==> src/rtl/flash_i2c_pkg.sv <==
package flash_i2c_pkg;
  // Field widths of the decoded register contents
  localparam int unsigned HP_W   = 5;
  localparam int unsigned IND_W  = 3;
  localparam int unsigned TSEL_W = 4;
  localparam int unsigned FLT_W  = 4;
  localparam int unsigned BYTE_W = 8;
  localparam int unsigned CFG_W  = TSEL_W + 1;

  // Subaddress map
  localparam logic [BYTE_W-1:0] SUB_OUT = 8'd0;
  localparam logic [BYTE_W-1:0] SUB_CFG = 8'd1;
  localparam logic [BYTE_W-1:0] SUB_STB = 8'd2;
  localparam logic [BYTE_W-1:0] SUB_FLT = 8'd3;

  typedef enum logic [2:0] {
    PH_IDLE,
    PH_RX,
    PH_ACK,
    PH_TX,
    PH_MACK
  } phase_t;

  typedef enum logic [1:0] {
    BY_ADDR,
    BY_SUB,
    BY_DATA
  } byte_kind_t;
endpackage

==> src/rtl/i2c_deglitch.sv <==
module i2c_deglitch #(
  parameter int unsigned FILT_LEN = 3
) (
  input  logic clk,
  input  logic rst_n,
  input  logic din,
  output logic dout
);
  localparam int unsigned CW = $clog2(FILT_LEN + 1);
  localparam logic [CW-1:0] CNT_LAST = CW'(FILT_LEN - 1);

  logic s1_q, s2_q;
  logic out_q, out_d;
  logic [CW-1:0] cnt_q, cnt_d;

  // two-flop synchroniser, idle bus level is high
  always_ff @(posedge clk or negedge rst_n) begin
    if (!rst_n) begin
      s1_q <= 1'b1;
      s2_q <= 1'b1;
    end else begin
      s1_q <= din;
      s2_q <= s1_q;
    end
  end

  // accept a new level only after FILT_LEN consecutive differing samples
  always_comb begin
    out_d = out_q;
    cnt_d = '0;
    if (s2_q != out_q) begin
      if (cnt_q == CNT_LAST) begin
        out_d = s2_q;
      end else begin
        cnt_d = cnt_q + 1'b1;
      end
    end
  end

  always_ff @(posedge clk or negedge rst_n) begin
    if (!rst_n) begin
      out_q <= 1'b1;
      cnt_q <= '0;
    end else begin
      out_q <= out_d;
      cnt_q <= cnt_d;
    end
  end

  assign dout = out_q;
endmodule

==> src/rtl/i2c_bus_events.sv <==
module i2c_bus_events (
  input  logic clk,
  input  logic rst_n,
  input  logic scl_f,
  input  logic sda_f,
  output logic scl_rise,
  output logic scl_fall,
  output logic start_det,
  output logic stop_det
);
  logic scl_q, sda_q;

  always_ff @(posedge clk or negedge rst_n) begin
    if (!rst_n) begin
      scl_q <= 1'b1;
      sda_q <= 1'b1;
    end else begin
      scl_q <= scl_f;
      sda_q <= sda_f;
    end
  end

  assign scl_rise  = scl_f & ~scl_q;
  assign scl_fall  = ~scl_f & scl_q;
  // data edge while the clock stays high
  assign start_det = scl_f & scl_q & sda_q & ~sda_f;
  assign stop_det  = scl_f & scl_q & ~sda_q & sda_f;
endmodule

==> src/rtl/i2c_target_fsm.sv <==
module i2c_target_fsm
  import flash_i2c_pkg::*;
#(
  parameter logic [6:0] DEV_ADDR = 7'h60
) (
  input  logic              clk,
  input  logic              rst_n,
  input  logic              scl_rise,
  input  logic              scl_fall,
  input  logic              start_det,
  input  logic              stop_det,
  input  logic              sda_f,
  input  logic [BYTE_W-1:0] rd_data,
  output logic [BYTE_W-1:0] rd_sub,
  output logic              wr_en,
  output logic [BYTE_W-1:0] wr_sub,
  output logic [BYTE_W-1:0] wr_data,
  output logic              sda_oe
);
  localparam logic [3:0] FULL   = 4'(BYTE_W);
  localparam logic [3:0] LASTTX = 4'(BYTE_W - 1);

  phase_t            ph_q, ph_d;
  byte_kind_t        kind_q, kind_d;
  logic [3:0]        bcnt_q, bcnt_d;
  logic [BYTE_W-1:0] sh_q, sh_d;
  logic [BYTE_W-1:0] ptr_q, ptr_d;
  logic              rw_q, rw_d;
  logic              oe_q, oe_d;
  logic              byte_done;

  assign byte_done = (ph_q == PH_RX) && (bcnt_q == FULL) && scl_fall;

  always_comb begin
    ph_d   = ph_q;
    kind_d = kind_q;
    bcnt_d = bcnt_q;
    sh_d   = sh_q;
    ptr_d  = ptr_q;
    rw_d   = rw_q;
    oe_d   = oe_q;
    if (start_det) begin
      ph_d   = PH_RX;
      kind_d = BY_ADDR;
      bcnt_d = '0;
      oe_d   = 1'b0;
    end else if (stop_det) begin
      ph_d = PH_IDLE;
      oe_d = 1'b0;
    end else begin
      case (ph_q)
        PH_RX: begin
          if (scl_rise && (bcnt_q < FULL)) begin
            sh_d   = {sh_q[BYTE_W-2:0], sda_f};
            bcnt_d = bcnt_q + 4'd1;
          end else if (byte_done) begin
            case (kind_q)
              BY_ADDR: begin
                if (sh_q[BYTE_W-1:1] == DEV_ADDR) begin
                  rw_d = sh_q[0];
                  oe_d = 1'b1;
                  ph_d = PH_ACK;
                end else begin
                  ph_d = PH_IDLE;
                end
              end
              BY_SUB: begin
                ptr_d = sh_q;
                oe_d  = 1'b1;
                ph_d  = PH_ACK;
              end
              default: begin
                oe_d = 1'b1;
                ph_d = PH_ACK;
              end
            endcase
          end
        end
        PH_ACK: begin
          if (scl_fall) begin
            oe_d   = 1'b0;
            bcnt_d = '0;
            if (kind_q == BY_ADDR && rw_q) begin
              ph_d = PH_TX;
              sh_d = rd_data;
              oe_d = ~rd_data[BYTE_W-1];
            end else if (kind_q == BY_ADDR) begin
              kind_d = BY_SUB;
              ph_d   = PH_RX;
            end else if (kind_q == BY_SUB) begin
              kind_d = BY_DATA;
              ph_d   = PH_RX;
            end else begin
              ph_d = PH_IDLE;
            end
          end
        end
        PH_TX: begin
          if (scl_fall) begin
            if (bcnt_q == LASTTX) begin
              ph_d = PH_MACK;
              oe_d = 1'b0;
            end else begin
              sh_d   = {sh_q[BYTE_W-2:0], 1'b0};
              bcnt_d = bcnt_q + 4'd1;
              oe_d   = ~sh_q[BYTE_W-2];
            end
          end
        end
        PH_MACK: begin
          if (scl_fall) ph_d = PH_IDLE;
        end
        default: ;
      endcase
    end
  end

  always_ff @(posedge clk or negedge rst_n) begin
    if (!rst_n) begin
      ph_q   <= PH_IDLE;
      kind_q <= BY_ADDR;
      bcnt_q <= '0;
      sh_q   <= '0;
      ptr_q  <= '0;
      rw_q   <= 1'b0;
      oe_q   <= 1'b0;
    end else begin
      ph_q   <= ph_d;
      kind_q <= kind_d;
      bcnt_q <= bcnt_d;
      sh_q   <= sh_d;
      ptr_q  <= ptr_d;
      rw_q   <= rw_d;
      oe_q   <= oe_d;
    end
  end

  assign wr_en   = byte_done && (kind_q == BY_DATA) && !start_det && !stop_det;
  assign wr_sub  = ptr_q;
  assign wr_data = sh_q;
  assign rd_sub  = ptr_q;
  assign sda_oe  = oe_q;
endmodule

==> src/rtl/flash_regbank.sv <==
module flash_regbank
  import flash_i2c_pkg::*;
(
  input  logic              clk,
  input  logic              rst_n,
  input  logic              clr_all,
  input  logic              wr_en,
  input  logic [BYTE_W-1:0] wr_sub,
  input  logic [BYTE_W-1:0] wr_data,
  input  logic [BYTE_W-1:0] rd_sub,
  input  logic [FLT_W-1:0]  fault_in,
  output logic [BYTE_W-1:0] rd_data,
  output logic [BYTE_W-1:0] out_reg,
  output logic [CFG_W-1:0]  cfg_reg,
  output logic              stb_reg,
  output logic [FLT_W-1:0]  flt_reg,
  output logic              fault_clr
);
  logic [BYTE_W-1:0] out_q, out_d;
  logic [CFG_W-1:0]  cfg_q, cfg_d;
  logic              stb_q, stb_d;
  logic [FLT_W-1:0]  flt_q, flt_d;
  logic              clr_q, clr_d;

  always_comb begin
    out_d = out_q;
    cfg_d = cfg_q;
    stb_d = stb_q;
    flt_d = flt_q;
    clr_d = 1'b0;
    if (clr_all) begin
      out_d = '0;
      cfg_d = '0;
      stb_d = 1'b0;
      flt_d = '0;
    end else begin
      if (wr_en) begin
        case (wr_sub)
          SUB_OUT: begin
            out_d = wr_data;
            if (wr_data == '0) begin
              flt_d = '0;
              clr_d = 1'b1;
            end
          end
          SUB_CFG: cfg_d = wr_data[CFG_W-1:0];
          SUB_STB: stb_d = wr_data[0];
          default: ;
        endcase
      end
      // a live fault wins over a clear in the same cycle
      flt_d = flt_d | fault_in;
    end
  end

  always_ff @(posedge clk or negedge rst_n) begin
    if (!rst_n) begin
      out_q <= '0;
      cfg_q <= '0;
      stb_q <= 1'b0;
      flt_q <= '0;
      clr_q <= 1'b0;
    end else begin
      out_q <= out_d;
      cfg_q <= cfg_d;
      stb_q <= stb_d;
      flt_q <= flt_d;
      clr_q <= clr_d;
    end
  end

  always_comb begin
    case (rd_sub)
      SUB_OUT: rd_data = out_q;
      SUB_CFG: rd_data = BYTE_W'(cfg_q);
      SUB_STB: rd_data = BYTE_W'(stb_q);
      SUB_FLT: rd_data = BYTE_W'(flt_q);
      default: rd_data = '0;
    endcase
  end

  assign out_reg   = out_q;
  assign cfg_reg   = cfg_q;
  assign stb_reg   = stb_q;
  assign flt_reg   = flt_q;
  assign fault_clr = clr_q;
endmodule

==> src/rtl/flash_i2c_regfile.sv <==
module flash_i2c_regfile
  import flash_i2c_pkg::*;
#(
  parameter logic [6:0]  DEV_ADDR = 7'h60,
  parameter int unsigned FILT_LEN = 3
) (
  input  logic              clk,
  input  logic              rst_n,
  input  logic              chip_en,
  input  logic              uv_flag,
  input  logic              scl_i,
  input  logic              sda_i,
  output logic              sda_oe,
  input  logic [FLT_W-1:0]  fault_in,
  output logic [HP_W-1:0]   hp_level,
  output logic [IND_W-1:0]  ind_level,
  output logic              timed_mode,
  output logic [TSEL_W-1:0] flash_time,
  output logic              soft_strobe,
  output logic              fault_any,
  output logic              fault_clr
);
  localparam int unsigned NLINES = 2;

  logic [NLINES-1:0] raw_lines, filt_lines;
  logic scl_f, sda_f;
  logic scl_rise, scl_fall, start_det, stop_det;
  logic              wr_en;
  logic [BYTE_W-1:0] wr_sub, wr_data, rd_sub, rd_data;
  logic [BYTE_W-1:0] out_reg;
  logic [CFG_W-1:0]  cfg_reg;
  logic [FLT_W-1:0]  flt_reg;

  assign raw_lines = {sda_i, scl_i};

  for (genvar g = 0; g < NLINES; g++) begin : g_line
    i2c_deglitch #(.FILT_LEN(FILT_LEN)) u_filt (
      .clk  (clk),
      .rst_n(rst_n),
      .din  (raw_lines[g]),
      .dout (filt_lines[g])
    );
  end

  assign scl_f = filt_lines[0];
  assign sda_f = filt_lines[1];

  i2c_bus_events u_events (
    .clk      (clk),
    .rst_n    (rst_n),
    .scl_f    (scl_f),
    .sda_f    (sda_f),
    .scl_rise (scl_rise),
    .scl_fall (scl_fall),
    .start_det(start_det),
    .stop_det (stop_det)
  );

  i2c_target_fsm #(.DEV_ADDR(DEV_ADDR)) u_fsm (
    .clk      (clk),
    .rst_n    (rst_n),
    .scl_rise (scl_rise),
    .scl_fall (scl_fall),
    .start_det(start_det),
    .stop_det (stop_det),
    .sda_f    (sda_f),
    .rd_data  (rd_data),
    .rd_sub   (rd_sub),
    .wr_en    (wr_en),
    .wr_sub   (wr_sub),
    .wr_data  (wr_data),
    .sda_oe   (sda_oe)
  );

  flash_regbank u_regs (
    .clk      (clk),
    .rst_n    (rst_n),
    .clr_all  (~chip_en | uv_flag),
    .wr_en    (wr_en),
    .wr_sub   (wr_sub),
    .wr_data  (wr_data),
    .rd_sub   (rd_sub),
    .fault_in (fault_in),
    .rd_data  (rd_data),
    .out_reg  (out_reg),
    .cfg_reg  (cfg_reg),
    .stb_reg  (soft_strobe),
    .flt_reg  (flt_reg),
    .fault_clr(fault_clr)
  );

  assign hp_level   = out_reg[BYTE_W-1:IND_W];
  assign ind_level  = out_reg[IND_W-1:0];
  assign timed_mode = cfg_reg[CFG_W-1];
  assign flash_time = cfg_reg[TSEL_W-1:0];
  assign fault_any  = |flt_reg;
endmodule

==> config.mk <==
export PLATFORM = sky130hd
export DESIGN_NAME = flash_i2c_regfile
export DESIGN_NICKNAME = d
export VERILOG_FILES = /design/src/rtl/flash_i2c_pkg.sv /design/src/rtl/i2c_deglitch.sv /design/src/rtl/i2c_bus_events.sv /design/src/rtl/i2c_target_fsm.sv /design/src/rtl/flash_regbank.sv /design/src/rtl/flash_i2c_regfile.sv
export SDC_FILE = /design/constraint.sdc
export NUM_CORES = 1
export LEC_CHECK = 0
export ABC_AREA = 1
export BUFFER_PORTS_ARGS = -buffer_cell sky130_fd_sc_hd__buf_2
export CORE_ASPECT_RATIO = 1.1
export CORE_MARGIN = 5
export CORE_UTILIZATION = 53
export CTS_CLUSTER_DIAMETER = 60
export CTS_CLUSTER_SIZE = 40
export DETAILED_ROUTE_END_ITERATION = 8
export PLACE_DENSITY_LB_ADDON = 0.05
export REMOVE_ABC_BUFFERS = 1
export SLEW_MARGIN = 10
export SYNTH_ARGS = -nofsm -noshare
export SYNTH_HDL_FRONTEND = slang
export SYNTH_SLANG_ARGS = --single-unit
==> constraint.sdc <==
create_clock -name clk -period 1.4 [get_ports clk]
set_input_delay 0 -clock clk [delete_from_list [all_inputs] [get_ports clk]]
set_output_delay 0 -clock clk [all_outputs]
set_load 0.05 [all_outputs]
==> out/qor.csv <==
stage,metric,value,unit
critical_path,cp_common_cell,nand3_4,
synthesis,synth.most_common_cell,nand2_1,
layout,fin_area,4670,sq um
global_route,grt_pass1_wl,14400,um
floorplanning,fp.dieH,89.8,um
floorplanning,ioPinCount,27,
sta,finalCritPeriodShare,1.18,
floorplanning,row_count,29,
global_route,grt_pass1_vias,2993,
sta,fmax,607,MHz
floorplanning,initial_core_util,0.539,
synthesis,syn_avg_cell_area,7.95,sq um
pwr,p_leak,0.00224,uW
critical_path,setup.worst_path.start,u_events.sda_q$_DFF_PN1_,
route,drt_iter0_drc,294,
placement,place_congestion,0.873,
global_route,grt_max_degree,59,
critical_path,path_cells,inv_2 > nand3_4 > nand2_4 > nand2_8 > nand3_4 > buf_4 > nor3_1 > a21oi_1,
synthesis,synth_cells,386,
cts,tritoncts,built,
cts,cts_buffers,9,
layout,nFillCells,356,
floorplanning,core_area,5700,sq um
synthesis,yosys.area.top_type,dfrtp_1,
global_route,antenna_found_initial,0,
pwr,ir_worst_vdd,1.46,mV
outcome,status,finished with violations,
sta,setup_viol_count_final,47,
route,first_pass_iters,5,
placement,placed_cells,543,
sta,hold_violations,0,
critical_path,r2r_slack,-250,ps
cts,ctsLongestPathBuffers,2,
cts,htreeDepth,3,
sta,final_max_slew_viol_count,0,
synthesis,ys_async_sr_fraction,1.00,
cts,clock_sinks,58,
critical_path,crit_path_max_fanout,8,
global_route,overflow,0,
route,routed_wl,10200,um
route,vias,3283,
synthesis,yosysUniqueCellTypes,33,
layout,syn_to_final_growth,52.0,%
layout,layoutNonFillerInstCount,591,
route,wire_per_inst,17.2,um
critical_path,r2r_start,u_events.sda_q$_DFF_PN1_,
critical_path,reg2reg_depth,8,
sta,grt_setup_unrepaired,true,
flow_run,maxCapViolCount,0,
synthesis,yosys_warnings,0,
critical_path,critPathMaxStageDelay,600,ps
critical_path,cp-start-kind,flop,
synthesis,synth_flop_cell,dfrtp_1,
critical_path,cp_num_cells,8,
cts,cts-root-buf,clkbuf_8,
pwr,powerDensity,2110,nW/um^2
global_route,track_usage,0.250,
critical_path,rr_endpoint,u_fsm.wr_data[0]$_DFFE_PN0P_,
placement,hpwl,5420,um
critical_path,cp.required,1640,ps
critical_path,end_kind,flop,
sta,setup_ws,-248,ps
floorplanning,die_width,82.6,um
sta,skew,11.8,ps
cts,clk_latency,350,ps
route,antenna_left,0,
critical_path,critPathBufInv,2,
critical_path,path_delay_family,simple AND/OR/NAND/NOR gates,
cts,clk_pin_slew_worst_paths,80,ps
layout,final-seq-area,1460,sq um
outcome,violations,setup timing,
floorplanning,die_area,7420,sq um
sta,finalHoldWorstSlack,111,ps
hold_path,worstHoldPathType,in2reg,
synthesis,netlist.area_leader.share,0.407,
placement,place_area,3730,sq um
synthesis,synth_edf_count,0,
placement,port-buffer-count,26,
synthesis,synth_seq_cells,58,
critical_path,critical_path_arrival,1880,ps
critical_path,endpoint,u_fsm.wr_data[0]$_DFFE_PN0P_,
layout,multiInputGateArea,1830,sq um
synthesis,synth_area_leaders,"dfrtp_1 41%, nand2_1 12%, dfstp_2 6.8%, nand3_1 6.0%, inv_1 5.1%",
critical_path,path_class,reg2reg,
sta,relSlewSlack,0.679,
route,via_per_inst,5.55,
sta,fin_crit,1650,ps
layout,nets,521,
layout,drive_above_1_share,0.438,
critical_path,cp_slowest_cell,dfstp_2,
sta,worst_pin_slew,479,ps
layout,num_antenna_cells,0,
synthesis,synth_common_cells,"99 x nand2_1, 50 x dfrtp_1, 42 x inv_1",
route,drc,0,
synthesis,syn_area,3070,sq um
synthesis,ys_seq_area_frac,0.476,
==> worst min-delay path by stage <==
stage | to | from | slack (ps) | depth (start not counted)
2_1_floorplan | g_line[0].u_filt.cnt_q[0]$_DFF_PN0_ | rst_n | -300 | 0
5_1_grt | u_regs.out_reg[7]$_DFFE_PN0P_ | uv_flag | 120 | 5
6_report | u_regs.out_reg[5]$_DFFE_PN0P_ | uv_flag | 110 | 5
3_3_place_gp | u_fsm.ph_q[2]$_DFFE_PN0P_ | rst_n | 30 | 2
3_5_place_dp | u_fsm.ph_q[1]$_DFFE_PN0P_ | rst_n | 30 | 2
4_1_cts | u_regs.out_reg[5]$_DFFE_PN0P_ | uv_flag | 110 | 5
==> metal layers <==
| metal | global-route usage | part of all wire |
|---|---|---|
| met1 | 0.348 | 0.39 |
| met2 | 0.379 | 0.49 |
| met3 | 0.0420 | 0.071 |
| met4 | 0.113 | 0.054 |
| met5 | 0 | 0 |
==> power by group <==
group / switching, uW / internal (uW) / leakage [uW] / total (uW)
clock: 694 / 967 / 0.000107 / 1660
combinational: 3330 / 2300 / 0.00139 / 5620
sequential: 406 / 2140 / 0.000741 / 2540
==> cell usage in the layout, fill, tap and decap left out, types with 2 or more instances in the layout <==
| cell | netlist | layout |
|---|---|---|
| inv_2 | 5 | 7 |
| nand3_2 | 3 | 5 |
| buf_4 | 0 | 62 |
| clkbuf_8 | 0 | 12 |
| nor2_2 | 9 | 8 |
| o21ai_2 | 0 | 3 |
| inv_1 | 42 | 38 |
| xnor2_1 | 2 | 2 |
| nor3_1 | 9 | 8 |
| buf_12 | 0 | 2 |
| dfstp_2 | 8 | 8 |
| ha_4 | 0 | 2 |
| inv_4 | 0 | 2 |
| clkinv_1 | 2 | 2 |
| clkbuf_1 | 0 | 2 |
| buf_2 | 1 | 25 |
| a21oi_1 | 14 | 8 |
| a21oi_2 | 3 | 9 |
| o21ai_1 | 22 | 23 |
| nand2_8 | 0 | 3 |
| nor2_1 | 33 | 23 |
| o21ai_0 | 16 | 11 |
| nand4_1 | 2 | 2 |
| nand3_1 | 37 | 28 |
| dfrtp_2 | 0 | 2 |
| dfrtp_1 | 50 | 48 |
| nand3_4 | 2 | 9 |
| nand2_1 | 99 | 82 |
| nand2_2 | 6 | 12 |
| nor2_4 | 7 | 20 |
| nand2_4 | 2 | 10 |
| dlygate4sd3_1 | 0 | 7 |
| buf_6 | 1 | 15 |
==> cell families after synthesis <==
family | after synthesis | synth area share
xor gates and xnor gates | 3 | 0.00856
DFF | 58 | 0.476
adders and majority gates | 2 | 0.00815
AOI/OAI and AO/OA | 59 | 0.103
and+or+nand+nor | 213 | 0.339
buffers and inverters | 51 | 0.0652
==> repair_timing <==
item | CTS | global route
endpoints found under the hold margin | 64 | 0
gates cloned | 2 | 0
setup buffers | 12 | 12
hold buffers | 7 | 0
pin swaps | 25 | 29
endpoints found under the setup margin | 47 | 47
gates resized for setup | 53 | 67
==> area by class of cell <==
type / instances / share of cell area
Multi-Input combinational cell: 279 / 0.391
Clock buffer: 14 / 0.0370
Clock inverter: 2 / 0.00751
Tap cell: 77 / 0.0206
Sequential cell: 58 / 0.314
Timing Repair Buffer: 112 / 0.190
Inverter: 49 / 0.0405
==> worst register-to-register path: stages (launching register included) <==
cell     delay, ps
dfstp_2        600
inv_2           70
nand3_4         80
nand2_4         70
nand2_8        130
nand3_4        140
buf_4          170
nor3_1         180
a21oi_1        100
==> stage by stage <==
step / worst slack (ps) / total power, uW / setup TNS (ps) / utilization
final: -248 / 9830 / -7160 / 0.819
after global routing: -322 / 10300 / -11070 / 0.819
after CTS: -148 / 8470 / -4260 / 0.756
after detailed placement: -193 / 6260 / -5860 / 0.654
after global placement: -152 / 6170 / -4680 / 0.654
after floorplan: -83.1 / 4770 / -1070 / -
(Power assumes the default switching activity.)
